**src/rtl/blend_pkg.sv**
```systemverilog
package blend_pkg;
  localparam int unsigned MULT_STAGES_MAX = 2;

  typedef enum logic {
    SEL_PRODUCT = 1'b0,
    SEL_BYPASS  = 1'b1
  } lane_sel_e;
endpackage

```
**src/rtl/blend_delay.sv**
```systemverilog
module blend_delay #(
  parameter int unsigned W     = 8,
  parameter int unsigned DEPTH = 1
) (
  input  logic         clk,
  input  logic         rst_n,
  input  logic         en,
  input  logic [W-1:0] d,
  output logic [W-1:0] q
);
  generate
    if (DEPTH == 0) begin : g_wire
      logic unused_ctl;
      assign unused_ctl = &{1'b0, clk, rst_n, en};
      assign q = d;
    end else begin : g_regs
      logic [W-1:0] stage_q [DEPTH];
      for (genvar i = 0; i < DEPTH; i++) begin : g_stage
        always_ff @(posedge clk or negedge rst_n) begin
          if (!rst_n) begin
            stage_q[i] <= '0;
          end else if (en) begin
            if (i == 0) stage_q[i] <= d;
            else        stage_q[i] <= stage_q[(i == 0) ? 0 : i-1];
          end
        end
      end
      assign q = stage_q[DEPTH-1];
    end
  endgenerate
endmodule

```
**src/rtl/blend_mult.sv**
```systemverilog
module blend_mult #(
  parameter int unsigned W      = 8,
  parameter int unsigned STAGES = 1
) (
  input  logic           clk,
  input  logic           rst_n,
  input  logic           en,
  input  logic [W-1:0]   x,
  input  logic [W-1:0]   y,
  output logic [2*W-1:0] p
);
  localparam int unsigned LO_W = W / 2;
  localparam int unsigned HI_W = W - LO_W;

  generate
    if (STAGES == 0) begin : g_comb
      logic unused_ctl;
      assign unused_ctl = &{1'b0, clk, rst_n, en};
      assign p = {{W{1'b0}}, x} * {{W{1'b0}}, y};
    end else if (STAGES == 1) begin : g_one
      logic [2*W-1:0] p_q;
      always_ff @(posedge clk or negedge rst_n) begin
        if (!rst_n)  p_q <= '0;
        else if (en) p_q <= {{W{1'b0}}, x} * {{W{1'b0}}, y};
      end
      assign p = p_q;
    end else begin : g_split
      logic [W+LO_W-1:0] pp_lo_q;
      logic [W+HI_W-1:0] pp_hi_q;
      logic [2*W-1:0]    sum_q;
      always_ff @(posedge clk or negedge rst_n) begin
        if (!rst_n) begin
          pp_lo_q <= '0;
          pp_hi_q <= '0;
          sum_q   <= '0;
        end else if (en) begin
          pp_lo_q <= {{LO_W{1'b0}}, x} * {{W{1'b0}}, y[LO_W-1:0]};
          pp_hi_q <= {{HI_W{1'b0}}, x} * {{W{1'b0}}, y[W-1:LO_W]};
          sum_q   <= {pp_hi_q, {LO_W{1'b0}}} + {{HI_W{1'b0}}, pp_lo_q};
        end
      end
      blend_delay #(.W(2*W), .DEPTH(STAGES-2)) u_tail (
        .clk(clk), .rst_n(rst_n), .en(en), .d(sum_q), .q(p)
      );
    end
  endgenerate
endmodule

```
**src/rtl/blend_lane.sv**
```systemverilog
module blend_lane
  import blend_pkg::*;
#(
  parameter int unsigned W      = 8,
  parameter int unsigned STAGES = 1
) (
  input  logic         clk,
  input  logic         rst_n,
  input  logic         en,
  input  logic [W-1:0] opnd,
  input  logic [W:0]   fac,
  output logic [W-1:0] term
);
  logic [2*W-1:0] prod;
  logic [W:0]     side_d;
  lane_sel_e      sel_d;
  logic [W-1:0]   opnd_d;
  logic [W-1:0]   unused_lo;

  blend_mult #(.W(W), .STAGES(STAGES)) u_mult (
    .clk(clk), .rst_n(rst_n), .en(en),
    .x(opnd), .y(fac[W-1:0]), .p(prod)
  );

  // select bit and bypass operand wait as long as the product does
  blend_delay #(.W(W+1), .DEPTH(STAGES)) u_side (
    .clk(clk), .rst_n(rst_n), .en(en),
    .d({fac[W], opnd}), .q(side_d)
  );

  assign sel_d     = lane_sel_e'(side_d[W]);
  assign opnd_d    = side_d[W-1:0];
  assign unused_lo = prod[W-1:0];

  always_comb begin
    case (sel_d)
      SEL_BYPASS: term = opnd_d;
      default:    term = prod[2*W-1:W];
    endcase
  end
endmodule

```
**src/rtl/alpha_blend.sv**
```systemverilog
module alpha_blend #(
  parameter int unsigned W           = 8,
  parameter int unsigned MULT_STAGES = 1
) (
  input  logic         clk,
  input  logic         rst_n,
  input  logic         in_valid,
  output logic         in_ready,
  input  logic [W-1:0] in_a,
  input  logic [W-1:0] in_b,
  input  logic [W:0]   in_f,
  output logic         out_valid,
  input  logic         out_ready,
  output logic [W-1:0] out_pix
);
  localparam logic [W:0] UNITY = {1'b1, {W{1'b0}}};

  logic         adv;
  logic         r_v;
  logic [W-1:0] r_a, r_b;
  logic [W:0]   r_f, r_g;
  logic [W-1:0] term_a, term_b;
  logic         v_d;
  logic [W:0]   sum;
  logic [W-1:0] sat;

  assign adv      = !out_valid || out_ready;
  assign in_ready = adv;

  always_ff @(posedge clk or negedge rst_n) begin
    if (!rst_n) begin
      r_v <= 1'b0;
      r_a <= '0;
      r_b <= '0;
      r_f <= '0;
    end else if (adv) begin
      r_v <= in_valid;
      r_a <= in_a;
      r_b <= in_b;
      r_f <= in_f;
    end
  end

  assign r_g = UNITY - r_f;

  blend_lane #(.W(W), .STAGES(MULT_STAGES)) u_lane_a (
    .clk(clk), .rst_n(rst_n), .en(adv),
    .opnd(r_a), .fac(r_f), .term(term_a)
  );

  blend_lane #(.W(W), .STAGES(MULT_STAGES)) u_lane_b (
    .clk(clk), .rst_n(rst_n), .en(adv),
    .opnd(r_b), .fac(r_g), .term(term_b)
  );

  blend_delay #(.W(1), .DEPTH(MULT_STAGES)) u_vld (
    .clk(clk), .rst_n(rst_n), .en(adv), .d(r_v), .q(v_d)
  );

  assign sum = {1'b0, term_a} + {1'b0, term_b};
  assign sat = sum[W] ? {W{1'b1}} : sum[W-1:0];

  always_ff @(posedge clk or negedge rst_n) begin
    if (!rst_n) begin
      out_valid <= 1'b0;
      out_pix   <= '0;
    end else if (adv) begin
      out_valid <= v_d;
      out_pix   <= sat;
    end
  end
endmodule

```
**config.mk**
```make
export PLATFORM = sky130hd
export DESIGN_NAME = alpha_blend
export DESIGN_NICKNAME = d
export VERILOG_FILES = /design/src/rtl/blend_pkg.sv /design/src/rtl/blend_delay.sv /design/src/rtl/blend_mult.sv /design/src/rtl/blend_lane.sv /design/src/rtl/alpha_blend.sv
export SDC_FILE = /design/constraint.sdc
export NUM_CORES = 1
export LEC_CHECK = 0
export ABC_AREA = 1
export BUFFER_PORTS_ARGS = -buffer_cell sky130_fd_sc_hd__buf_2
export CAP_MARGIN = 20
export CORE_ASPECT_RATIO = 0.6
export CORE_MARGIN = 2
export CORE_UTILIZATION = 60
export CTS_CLUSTER_DIAMETER = 150
export DETAILED_ROUTE_END_ITERATION = 12
export GPL_ROUTABILITY_DRIVEN = 0
export PLACE_DENSITY_LB_ADDON = 0.08
export RECOVER_POWER = 50
export SYNTH_ARGS = -nofsm -noshare
export SYNTH_HDL_FRONTEND = slang
export SYNTH_SLANG_ARGS = --single-unit
```
**constraint.sdc**
```tcl
create_clock -name clk -period 6.9 [get_ports clk]
set_input_delay 0 -clock clk [delete_from_list [all_inputs] [get_ports clk]]
set_output_delay 0 -clock clk [all_outputs]
set_load 0.02 [all_outputs]
```
==> summary.txt <==
Global route
  – Pin count of the biggest net entering global routing: 71
  – All-Layer GR Usage: 0.2972
  – Total congestion overflow: 0
  – Initial antenna violation count: 0
  – First-pass GRT wire length: 31.15 mm
  – Vias in the first global route: 6101

Hold path
  – Hold wc startpoint: out_ready
  – Hold WC Path Type: input port to flip-flop
  – Hold Crit Depth: 5
  – Hold Path Sink: out_pix[7]

Synthesis
  – Mux cell area share after synthesis: 0.01047
  – Net count after synthesis: about 1200
  – Area share of fa/ha/maj cells after synthesis: 0.3134
  – Yosys warns: 0
  – Mapped Avg Cell Area: 7.461 um2
  – Netlist cell types: 36
  – Seq/Total Area, Yosys: 0.2327
  – Cells after Synth: 1009
  – Synth Area in Compound Gates: 0.06881
  – Largest family of logic cells by synthesized area: adder cells
  – Synth Area in Simple Gates: 0.2284
  – Synthesized area: 7528 um2
  – XOR/XNOR Fraction of Synth Area: 0.01396
  – Synthesized flop and latch total: 70

Layout
  – N_diodes: 0
  – Ratio of cells with drive above 1 in the final layout: 0.06610
  – Layout Area Growth over Synthesis: 11.27%
  – Nets@finish: 1229

Clock network
  – CTS Buf Count: 9
  – TritonCTS clock tree: built
  – Setup Buffers After CTS: 0
  – Clock latency on the worst-skew pair: 0.34 ns
  – Clock root buffer: clkbuf_16
  – Total clock sinks: 70
  – Post-CTS sizing: 0
  – # hold bufs at CTS: 27
  – CTS clk-pin slew, worst paths: 0.06 ns
  – # H-tree levels: 3
  – Clk buf depth: 2

Timing
  – Final Hold Viols: 0
  – Final-report max-slew violation count: 71
  – Final Critical Period: about 5.6 ns
  – Fin crit share: 0.8141
  – Setup Skew: 0.006265 ns
  – Peak Freq: approximately 180 MHz
  – Slew margin rel.: -1.707
  – Actual slew at the worst max-slew pin: 4.060 ns
  – RSZ-0062 raised after global routing: no
  – Setup violators final: 0
  – TNS Setup: 0 ns

Worst setup path
  – Worst-case register-to-register setup slack: 1.28 ns
  – Slowest CP cell: dfrtp_1
  – CP Max Fanout: 16
  – WS Path Type: flip-flop to flip-flop
  – Critical-path cell list: inv_1, ha_1, nand3_2, xor2_1, or2_2, fa_1, fa_1, inv_1, fa_1, inv_1, fa_1, inv_1, ha_1, a21oi_1, nor2_1, nor2_1, nor2_1, nor2_1, nand3_1, nand3_1, nand2_1
  – Crit path largest cell delay: roughly 0.7 ns
  – Crit path capture type: flip-flop
  – CP Buf/Inv Count: 4
  – CP Data Arrival Time: 5.86 ns
  – Worst r2r src: r_f[0]
  – Largest delay share family, worst path: adder cells
  – Data required, critical path: 7.14 ns
  – Reg-to-reg endpoint: u_lane_b.u_mult.p[14]
  – Reg2Reg Depth: 21
  – Startpoint Class: flip-flop

Floorplan
  – Initial Utilization: 0.6201
  – Num ports: 39
  – Core box area: 12140 um2
  – Die X: 148.6 um
  – Cell Rows: 31
  – Die ar.: 13490 um2
  – Die Y: between 90 and 100 um

Run
  – Max-cap violations: 1

Route
  – Vias: between 6000 and 7000
  – Number of nets with antenna violations after routing: 0
  – Residual DRC count: 0
  – Avg WL per Cell: 15.02 um
  – Routed vias/inst: 5.156
  – Total Wirelength: 18.39 mm
  – Router iterations before antenna repair: 5
  – DR iter-0 viols: around 530

Status
  – Status: finished, violations left
  – Failing checks: capacitance limit, slew limit

Place
  – DP Wirelength: 14.08 mm
  – Port buffer count: 38
[through the flow]
step | worst slack (ns) | utilization | instances | hold slack, ns | cell area [um2]
3_5_place_dp | 1.380 | 0.6424 | 1181 | 0.1949 | 7799
3_3_place_gp | 1.582 | 0.6424 | 1181 | 0.1968 | 7799
2_1_floorplan | 2.172 | - | 1009 | -0.2956 | 7528
5_1_grt | 0.9023 | 0.6900 | 1224 | 0.3125 | 8377
6_report | 1.282 | 0.6900 | 1224 | 0.2676 | 8377
4_1_cts | 1.386 | 0.6912 | 1224 | 0.2719 | 8392
[cell usage in the layout, fill, tap and decap left out, drive strengths merged, types with 6 or more instances in the layout]
cell / n
buf: 30
dfrtp: 70
xnor2: 8
mux2: 7
a21oi: 20
dlygate4sd3: 27
a31oi: 6
nand3: 38
nor2: 78
fa: 71
o21ai: 55
ha: 75
nand4: 7
o21bai: 7
inv: 226
clkbuf: 20
nand2: 288
[kinds of logic (layout without fill, tap and decap cells)]
| group | Yosys count | in the layout |
|---|---|---|
| xor gates and xnor gates | 12 | 12 |
| buffers and inverters | 258 | 308 |
| and+or+nand+nor | 422 | 422 |
| AOI/OAI and AO/OA | 94 | 94 |
| DFF | 70 | 70 |
| adders and majority gates | 146 | 146 |
| muxes | 7 | 7 |
[metal layers]
layer / global-route usage / vias to the layer above / wire [um]
met5: 0 / - / 0
met4: 0.04524 / 0 / 112
met3: 0.07020 / 16 / 1608
met2: 0.3781 / 237 / 6772
met1: 0.5058 / 2923 / 9891
li1: - / 3135 / -
[registers in the layout, summed over array words and instances (netlist names)]
name,count
out_pix,8
out_valid,1
r_a,8
r_b,8
r_f,9
r_v,1
u_lane_a.u_mult.p,8
u_lane_a.u_side.q,9
u_lane_b.u_mult.p,8
u_lane_b.u_side.q,9
u_vld.q,1
[final cells by class]
type	count	area, um2
Clock inverter	6	93.84
Inverter	225	847.1
Tap cell	165	206.4
Multi-Input combinational cell	681	4786
Clock buffer	10	229.0
Fill cell	1038	3764
Timing Repair Buffer	67	462.9
Sequential cell	70	1752
[worst register-to-register path: cells and delay by family (launching register included)]
family	cells	cell delay (ns)
xor gates and xnor gates	1	0.56
adders and majority gates	6	2.63
and+or+nand+nor	9	1.03
DFF	1	0.71
buffers and inverters	4	0.29
AOI/OAI and AO/OA	1	0.30
[synthesized netlist by cell type]
cell | number | area share
xnor2_1 | 8 | 0.0093
nor2_4 | 1 | 0.0015
nor3_1 | 2 | 0.0013
nand3b_1 | 3 | 0.0030
fa_1 | 71 | 0.19
inv_4 | 1 | 0.00083
nor2_1 | 75 | 0.037
nand2_2 | 3 | 0.0025
o21ai_0 | 41 | 0.027
or2_2 | 3 | 0.0025
a31oi_1 | 6 | 0.0050
nand4_1 | 6 | 0.0050
buf_2 | 8 | 0.0053
mux2_2 | 7 | 0.010
o21ai_1 | 12 | 0.0080
buf_4 | 2 | 0.0020
a21o_1 | 5 | 0.0050
xor2_1 | 4 | 0.0047
inv_1 | 221 | 0.11
nand3_1 | 37 | 0.025
nor2_2 | 2 | 0.0017
buf_6 | 1 | 0.0015
nand2_1 | 285 | 0.14
dfrtp_1 | 70 | 0.23
ha_1 | 75 | 0.12
nand4_2 | 1 | 0.0017
nand3_2 | 1 | 0.0013
and2_1 | 2 | 0.0017
inv_2 | 3 | 0.0015
o21bai_1 | 7 | 0.0070
o211ai_1 | 1 | 0.0010
a21oi_1 | 20 | 0.013
buf_1 | 1 | 0.00050
nor3_4 | 1 | 0.0022
clkbuf_1 | 21 | 0.010
o21ai_2 | 2 | 0.0023
[worst max path at each step]
stage / startpoint / to / slack (ns) / cells after the start
after floorplan: r_f[0] / u_lane_b.u_mult.p[14] / 2.17 / 22
final: r_f[0] / u_lane_b.u_mult.p[14] / 1.28 / 21
after detailed placement: r_f[0] / u_lane_b.u_mult.p[14] / 1.38 / 21
after global routing: r_f[0] / u_lane_b.u_mult.p[14] / 0.90 / 21
after CTS: r_f[0] / u_lane_b.u_mult.p[14] / 1.39 / 21
after global placement: r_f[0] / u_lane_b.u_mult.p[14] / 1.58 / 21
Power is left out: the tool's default activity adds up to more than one toggle a clock period on the data nets, which glitch-free logic cannot reach.
